File: config.mk
export PLATFORM = sky130hd
export DESIGN_NAME = microSeq
export DESIGN_NICKNAME = d
export VERILOG_FILES = /design/src/rtl/seqPkg.sv /design/src/rtl/seqControl.sv /design/src/rtl/seqStrobeDecode.sv /design/src/rtl/microSeq.sv
export SDC_FILE = /design/constraint.sdc
export NUM_CORES = 1
export LEC_CHECK = 0
export BUFFER_PORTS_ARGS = -buffer_cell sky130_fd_sc_hd__clkbuf_2
export CAP_MARGIN = 20
export CORE_ASPECT_RATIO = 1.2
export CORE_MARGIN = 3
export CORE_UTILIZATION = 51
export DETAILED_ROUTE_END_ITERATION = 6
export PLACE_DENSITY_LB_ADDON = 0.05
export SYNTH_ARGS = -nofsm -noshare
export SYNTH_HDL_FRONTEND = slang
export SYNTH_SLANG_ARGS = --single-unit
File: constraint.sdc
create_clock -name clk -period 2.95 [get_ports clk]
set_input_delay 0.4425 -clock clk [delete_from_list [all_inputs] [get_ports clk]]
set_output_delay 0.4425 -clock clk [all_outputs]
set_load 0.05 [all_outputs]
File: src/rtl/seqPkg.sv
package seqPkg;
  localparam int OP_W      = 3;
  localparam int MAX_STEPS = 5;
  localparam int STEP_W    = $clog2(MAX_STEPS);

  typedef enum logic [OP_W-1:0] {
    OP_ADDI = 3'd0,
    OP_ADDM = 3'd1,
    OP_LDI  = 3'd2,
    OP_ST   = 3'd3,
    OP_STK  = 3'd4,
    OP_JMP  = 3'd5,
    OP_MOV  = 3'd6,
    OP_SUB  = 3'd7
  } opT;

  // One register transfer per microstep
  typedef enum logic [3:0] {
    UOP_IDLE,
    UOP_FETCH,
    UOP_IMM_TO_RN,   // mem[P++] -> R/N
    UOP_ADD_AR,      // A+R -> A
    UOP_IND_TO_RN,   // mem[R] -> R/N
    UOP_R_TO_A,      // 0+R -> A
    UOP_A_TO_T,      // A -> T
    UOP_IMM_TO_A,    // mem[P++] -> A
    UOP_T_TO_MEM,    // T -> mem[A]
    UOP_T_TO_RN,     // T -> R/N
    UOP_JUMP,        // P+R -> P
    UOP_IND_TO_T,    // mem[R] -> T
    UOP_SUB_AN       // A+N+1 -> A
  } uopT;

  typedef struct packed {
    logic selP;
    logic selA;
    logic selR;
    logic selN;
    logic driveT;
    logic memRead;
    logic clkP;
    logic clkA;
    logic clkRN;
    logic clkT;
    logic memWrite;
    logic carryIn;
    logic pInc;
    logic iLoad;
  } strobeT;

  function automatic int seqLen(opT op);
    case (op)
      OP_ADDM, OP_ST:  return 3;
      OP_STK,  OP_MOV: return 5;
      default:         return 2;
    endcase
  endfunction
endpackage

File: src/rtl/seqControl.sv
module seqControl
  import seqPkg::*;
(
  input  logic            clk,
  input  logic            rstN,
  input  logic [OP_W-1:0] opBits,
  output uopT             uopOut
);
  logic              inFetch;
  logic [STEP_W-1:0] stepIdx;
  logic              lastStep;
  uopT               romUop;
  opT                curOp;
  int                s;

  assign curOp = opT'(opBits);

  // Microprogram lookup: (opcode, step) -> transfer
  always_comb begin
    s        = int'(stepIdx);
    romUop   = UOP_IDLE;
    lastStep = (s >= seqLen(curOp) - 1);
    case (curOp)
      OP_ADDI: case (s)
        0: romUop = UOP_IMM_TO_RN;
        1: romUop = UOP_ADD_AR;
        default: romUop = UOP_IDLE;
      endcase
      OP_ADDM: case (s)
        0: romUop = UOP_IMM_TO_RN;
        1: romUop = UOP_IND_TO_RN;
        2: romUop = UOP_ADD_AR;
        default: romUop = UOP_IDLE;
      endcase
      OP_LDI: case (s)
        0: romUop = UOP_IMM_TO_RN;
        1: romUop = UOP_R_TO_A;
        default: romUop = UOP_IDLE;
      endcase
      OP_ST, OP_STK: case (s)
        0: romUop = UOP_A_TO_T;
        1: romUop = UOP_IMM_TO_A;
        2: romUop = UOP_T_TO_MEM;
        3: romUop = (curOp == OP_STK) ? UOP_T_TO_RN : UOP_IDLE;
        4: romUop = (curOp == OP_STK) ? UOP_R_TO_A : UOP_IDLE;
        default: romUop = UOP_IDLE;
      endcase
      OP_JMP: case (s)
        0: romUop = UOP_IMM_TO_RN;
        1: romUop = UOP_JUMP;
        default: romUop = UOP_IDLE;
      endcase
      OP_MOV: case (s)
        0: romUop = UOP_IMM_TO_RN;
        1: romUop = UOP_IND_TO_T;
        2: romUop = UOP_IMM_TO_RN;
        3: romUop = UOP_R_TO_A;
        4: romUop = UOP_T_TO_MEM;
        default: romUop = UOP_IDLE;
      endcase
      OP_SUB: case (s)
        0: romUop = UOP_IMM_TO_RN;
        1: romUop = UOP_SUB_AN;
        default: romUop = UOP_IDLE;
      endcase
      default: romUop = UOP_IDLE;
    endcase
  end

  always_ff @(posedge clk or negedge rstN) begin
    if (!rstN) begin
      inFetch <= 1'b1;
      stepIdx <= '0;
    end else if (inFetch) begin
      inFetch <= 1'b0;
      stepIdx <= '0;
    end else if (lastStep) begin
      inFetch <= 1'b1;
      stepIdx <= '0;
    end else begin
      stepIdx <= stepIdx + STEP_W'(1);
    end
  end

  assign uopOut = inFetch ? UOP_FETCH : romUop;

  // fetch is a single cycle, always followed by execution
  a_r10_fetch_single: assert property (@(posedge clk) disable iff (!rstN)
    inFetch |=> !inFetch);
  // execution always begins at step 0
  a_r2_exec_from_zero: assert property (@(posedge clk) disable iff (!rstN)
    inFetch |=> (stepIdx == '0));
  // step counter never leaves the longest sequence
  a_r13_step_bounded: assert property (@(posedge clk) disable iff (!rstN)
    !inFetch |-> (int'(stepIdx) < MAX_STEPS));
endmodule

File: src/rtl/seqStrobeDecode.sv
module seqStrobeDecode
  import seqPkg::*;
(
  input  logic   clk,
  input  logic   rstN,
  input  uopT    uopIn,
  output strobeT strobes
);
  always_comb begin
    strobes = '0;
    case (uopIn)
      UOP_FETCH: begin
        strobes.selP = 1'b1; strobes.memRead = 1'b1;
        strobes.pInc = 1'b1; strobes.iLoad   = 1'b1;
      end
      UOP_IMM_TO_RN: begin
        strobes.selP  = 1'b1; strobes.memRead = 1'b1;
        strobes.clkRN = 1'b1; strobes.pInc    = 1'b1;
      end
      UOP_ADD_AR: begin
        strobes.selA = 1'b1; strobes.selR = 1'b1; strobes.clkA = 1'b1;
      end
      UOP_IND_TO_RN: begin
        strobes.selR = 1'b1; strobes.memRead = 1'b1; strobes.clkRN = 1'b1;
      end
      UOP_R_TO_A: begin
        strobes.selR = 1'b1; strobes.clkA = 1'b1;
      end
      UOP_A_TO_T: begin
        strobes.selA = 1'b1; strobes.clkT = 1'b1;
      end
      UOP_IMM_TO_A: begin
        strobes.selP = 1'b1; strobes.memRead = 1'b1;
        strobes.clkA = 1'b1; strobes.pInc    = 1'b1;
      end
      UOP_T_TO_MEM: begin
        strobes.selA = 1'b1; strobes.driveT = 1'b1; strobes.memWrite = 1'b1;
      end
      UOP_T_TO_RN: begin
        strobes.driveT = 1'b1; strobes.clkRN = 1'b1;
      end
      UOP_JUMP: begin
        strobes.selP = 1'b1; strobes.selR = 1'b1; strobes.clkP = 1'b1;
      end
      UOP_IND_TO_T: begin
        strobes.selR = 1'b1; strobes.memRead = 1'b1; strobes.clkT = 1'b1;
      end
      UOP_SUB_AN: begin
        strobes.selA = 1'b1; strobes.selN = 1'b1;
        strobes.carryIn = 1'b1; strobes.clkA = 1'b1;
      end
      default: strobes = '0;
    endcase
  end

  a_r11_no_rw_clash: assert property (@(posedge clk) disable iff (!rstN)
    !(strobes.memRead && strobes.memWrite));
  a_r11_one_left: assert property (@(posedge clk) disable iff (!rstN)
    !(strobes.selP && strobes.selA));
  a_r11_one_right: assert property (@(posedge clk) disable iff (!rstN)
    !(strobes.selR && strobes.selN));
  a_r9_carry_with_inv: assert property (@(posedge clk) disable iff (!rstN)
    strobes.carryIn |-> (strobes.selN && strobes.selA));
  a_r2_inc_reads_p: assert property (@(posedge clk) disable iff (!rstN)
    strobes.pInc |-> (strobes.memRead && strobes.selP));
endmodule

File: src/rtl/microSeq.sv
module microSeq
  import seqPkg::*;
#(
  parameter int INSTR_W = 8
) (
  input  logic               clk,
  input  logic               rstN,
  input  logic [INSTR_W-1:0] instrIn,
  output logic               selP,
  output logic               selA,
  output logic               selR,
  output logic               selN,
  output logic               driveT,
  output logic               memRead,
  output logic               clkP,
  output logic               clkA,
  output logic               clkRN,
  output logic               clkT,
  output logic               memWrite,
  output logic               carryIn,
  output logic               pInc,
  output logic               iLoad
);
  localparam int HI_W = INSTR_W - OP_W;

  uopT    curUop;
  strobeT strb;

  // Upper instruction bits carry no control meaning
  logic unusedHiBits;
  assign unusedHiBits = ^instrIn[INSTR_W-1:INSTR_W-HI_W];

  seqControl uCtrl (
    .clk    (clk),
    .rstN   (rstN),
    .opBits (instrIn[OP_W-1:0]),
    .uopOut (curUop)
  );

  seqStrobeDecode uDec (
    .clk     (clk),
    .rstN    (rstN),
    .uopIn   (curUop),
    .strobes (strb)
  );

  assign selP     = strb.selP;
  assign selA     = strb.selA;
  assign selR     = strb.selR;
  assign selN     = strb.selN;
  assign driveT   = strb.driveT;
  assign memRead  = strb.memRead;
  assign clkP     = strb.clkP;
  assign clkA     = strb.clkA;
  assign clkRN    = strb.clkRN;
  assign clkT     = strb.clkT;
  assign memWrite = strb.memWrite;
  assign carryIn  = strb.carryIn;
  assign pInc     = strb.pInc;
  assign iLoad    = strb.iLoad;
endmodule

==> metrics.yaml <==
cap_viol_max_count: 0
vias: 901
cp_max_fo: 6
synth_most_common_cell: "nor2_1"
io_buffers: 18
drc: 0
drive_gt1_share_pct: 57.8
synth_cell_types: 53
gp_congestion: 0.804
cts.sinks: 4
ys_seq_area_share_pct: 12.1
yosysWarnings: 0
syn-instance-count: 104
place_hpwl_um: 1530
async_reset_ff_share_pct: 100
slew_headroom_pct: 75.5
die_w_um: 43.1
design.final.nets: 154
grt_max_degree: 14
start_util_pct: 56.0
critPathKind: "flop to primary output"
cp.required_ns: 2.51
start_kind: "flop"
syn-num-nets: 122
synth_area_leaders: "ha_1 12%, dfrtp_1 8.9%, nor2_1 6.7%, buf_6 4.0%, nand2_1 3.6%"
cts_buffers: 3
reg2reg_from: "uCtrl.stepIdx[0]$_DFF_PN0_"
cp-end-kind: "primary output"
power_leakage_nw: 0.548
netlist_area_um2: 841
dieArea_mm2: 0.00217
antenna_found_initial: 0
crit_arrival_ns: 2.49
peakVddDrop_v: 0.00104
clock_path_buffers: 2
syn_to_final_growth_pct: 51.0
io_pins: 24
reg2reg_to: "uCtrl.stepIdx[2]$_DFF_PN0_"
p_switching_mw: 0.900
grt_overflow: 0
synth_top_area_cell: "ha_1"
fp.dieH_um: 50.5
r2r_slack_ns: 1.36
track_usage_pct: 23.8
rsz0062_at_grt: "yes"
ant_nets: 0
row_count: 15
drt-total-wl_um: 2520
worst_pin_slew_ns: 0.367
ctsRootBufferMaster: "clkbuf_4"
yosysTopAreaCellShare_pct: 11.9
slew_viol_final: 0
post-route-util_pct: 84.6
setup_viol: 0
synth_edf_count: 0
grt_pass1_vias: 932
power.switching_fraction_pct: 57.5
clockPowerShare_pct: 4.6
synth_ff_type: "dfrtp_1"
finalCriticalPeriod_ns: 2.93
netlist_top_cells_count: "15 x nor2_1, 8 x ha_1, 8 x nand2_1, 7 x inv_1, 4 x a21oi_1"
fin_crit_sh_pct: 99.4
firstDrtPassIters: 4
vias_per_cell: 5.93
power.density_mw_per_mm2: 1230
grt_pass1_wl_um: 4000
clk_latency_ns: 0.23
totalPowerFinal_mw: 1.56
r2r_cells: 7
ys_ff_latch: 4
avgSynthCellArea_um2: 8.08
skew_ns: 0.00277
drt_iter0_drc: 11
core_area_mm2: 0.00150
cts.clk_slew.worst_paths_ns: 0.04
diodes: 0
internal-power_mw: 0.664
wl_per_cell_um: 16.6
hp-class: "primary input to async pin"
h-tree-depth: 1
power_frac_seq_pct: 7.4
tritoncts: "built"
pwr-share-comb_pct: 87.9
status: "finished clean"
fmax_mhz: 341
hold_violations: 0
==> critical path: stages (launching register included) <==
cell	delay [ns]
dfrtp_2	0.43
ha_2	0.19
ha_4	0.19
a21oi_4	0.11
o31ai_2	0.09
a2111oi_4	0.45
buf_4	0.23
nor2_2	0.05
mux2i_2	0.21
o32ai_2	0.11
clkbuf_8	0.19
==> layer usage <==
layer  vias up  share of wire [%]  global-route usage, %
met1       433                 42                   29.8
met5         -                  0                      0
met4         0                  0                   10.6
met2        18                 56                   40.0
li1        450                  -                      -
met3         0                2.4                   3.23
==> power groups by stage <==
stage                     Sequential (mW)  Clock (mW)  Combinational (mW)
after floorplan                    0.0964           0               0.855
after global placement              0.113           0                1.05
after detailed placement            0.114           0                1.06
after CTS                           0.115      0.0759                1.26
after global routing                0.121      0.0776                1.46
final                               0.116      0.0727                1.38
==> kinds of logic (layout without fill, tap and decap cells) <==
group | Yosys count | count (layout) | share of synthesized area, %
buffers and inverters | 14 | 45 | 10.7
multiplexers | 1 | 1 | 1.19
AND/OR/NAND/NOR | 45 | 45 | 30.5
adder cells (fa/ha/maj) | 8 | 8 | 11.9
flip-flops | 4 | 4 | 12.1
XOR/XNOR | 2 | 2 | 2.08
AO/OA/AOI/OAI | 30 | 30 | 31.5
==> cells in the final DEF, fill, tap and decap left out, drive strengths merged, types with 3 or more instances in the layout <==
master | Yosys | routed
a21oi | 4 | 4
nand2 | 8 | 8
dfrtp | 3 | 3
inv | 7 | 7
ha | 8 | 8
buf | 5 | 23
o21bai | 3 | 3
nor2 | 16 | 16
clkbuf | 2 | 15
nand2b | 5 | 5
==> cell type report <==
type / instances / area [um^2]
multi-input cells: 86 / 826
repair buffers: 34 / 268
fillers: 95 / 231
flip-flops and latches: 4 / 103
clock buffers: 4 / 26.3
inverters: 7 / 26.3
well taps: 17 / 21.3
==> sequential cells by signal, indices dropped and copies added (netlist names) <==
name           count
uCtrl.inFetch      1
uCtrl.stepIdx      3
==> through the flow <==
step / setup TNS, ns / std cells / worst slack (ns) / hold WS [ns] / area, um^2
2_1_floorplan: -0.289 / 104 / -0.113 / 0.147 / 870
3_3_place_gp: 0 / 143 / 0.108 / 0.249 / 1000
3_5_place_dp: 0 / 143 / 0.0756 / 0.252 / 1000
4_1_cts: 0 / 151 / 0.0152 / 0.00209 / 1190
5_1_grt: -0.384 / 152 / -0.0739 / 0.0108 / 1270
6_report: 0 / 152 / 0.0174 / 0.0128 / 1270
==> worst max-delay path by stage <==
| stage | end | start | cells past startpoint |
|---|---|---|---|
| floorplan | clkRN | uCtrl.stepIdx[0]$_DFF_PN0_ | 8 |
| global placement | clkRN | instrIn[2] | 9 |
| detailed placement | clkRN | instrIn[2] | 9 |
| CTS | clkA | uCtrl.stepIdx[0]$_DFF_PN0_ | 9 |
| global route | clkA | uCtrl.stepIdx[0]$_DFF_PN0_ | 9 |
| finish | clkRN | uCtrl.stepIdx[0]$_DFF_PN0_ | 10 |
==> repair_timing <==
action,CTS,global route
gates resized for setup,29,28
setup endpoints to repair,11,13
hold buffers,0,0
pin swaps,7,7
setup buffers,4,1
cloned,0,0
No activity file was read; power rests on OpenSTA's default activity.
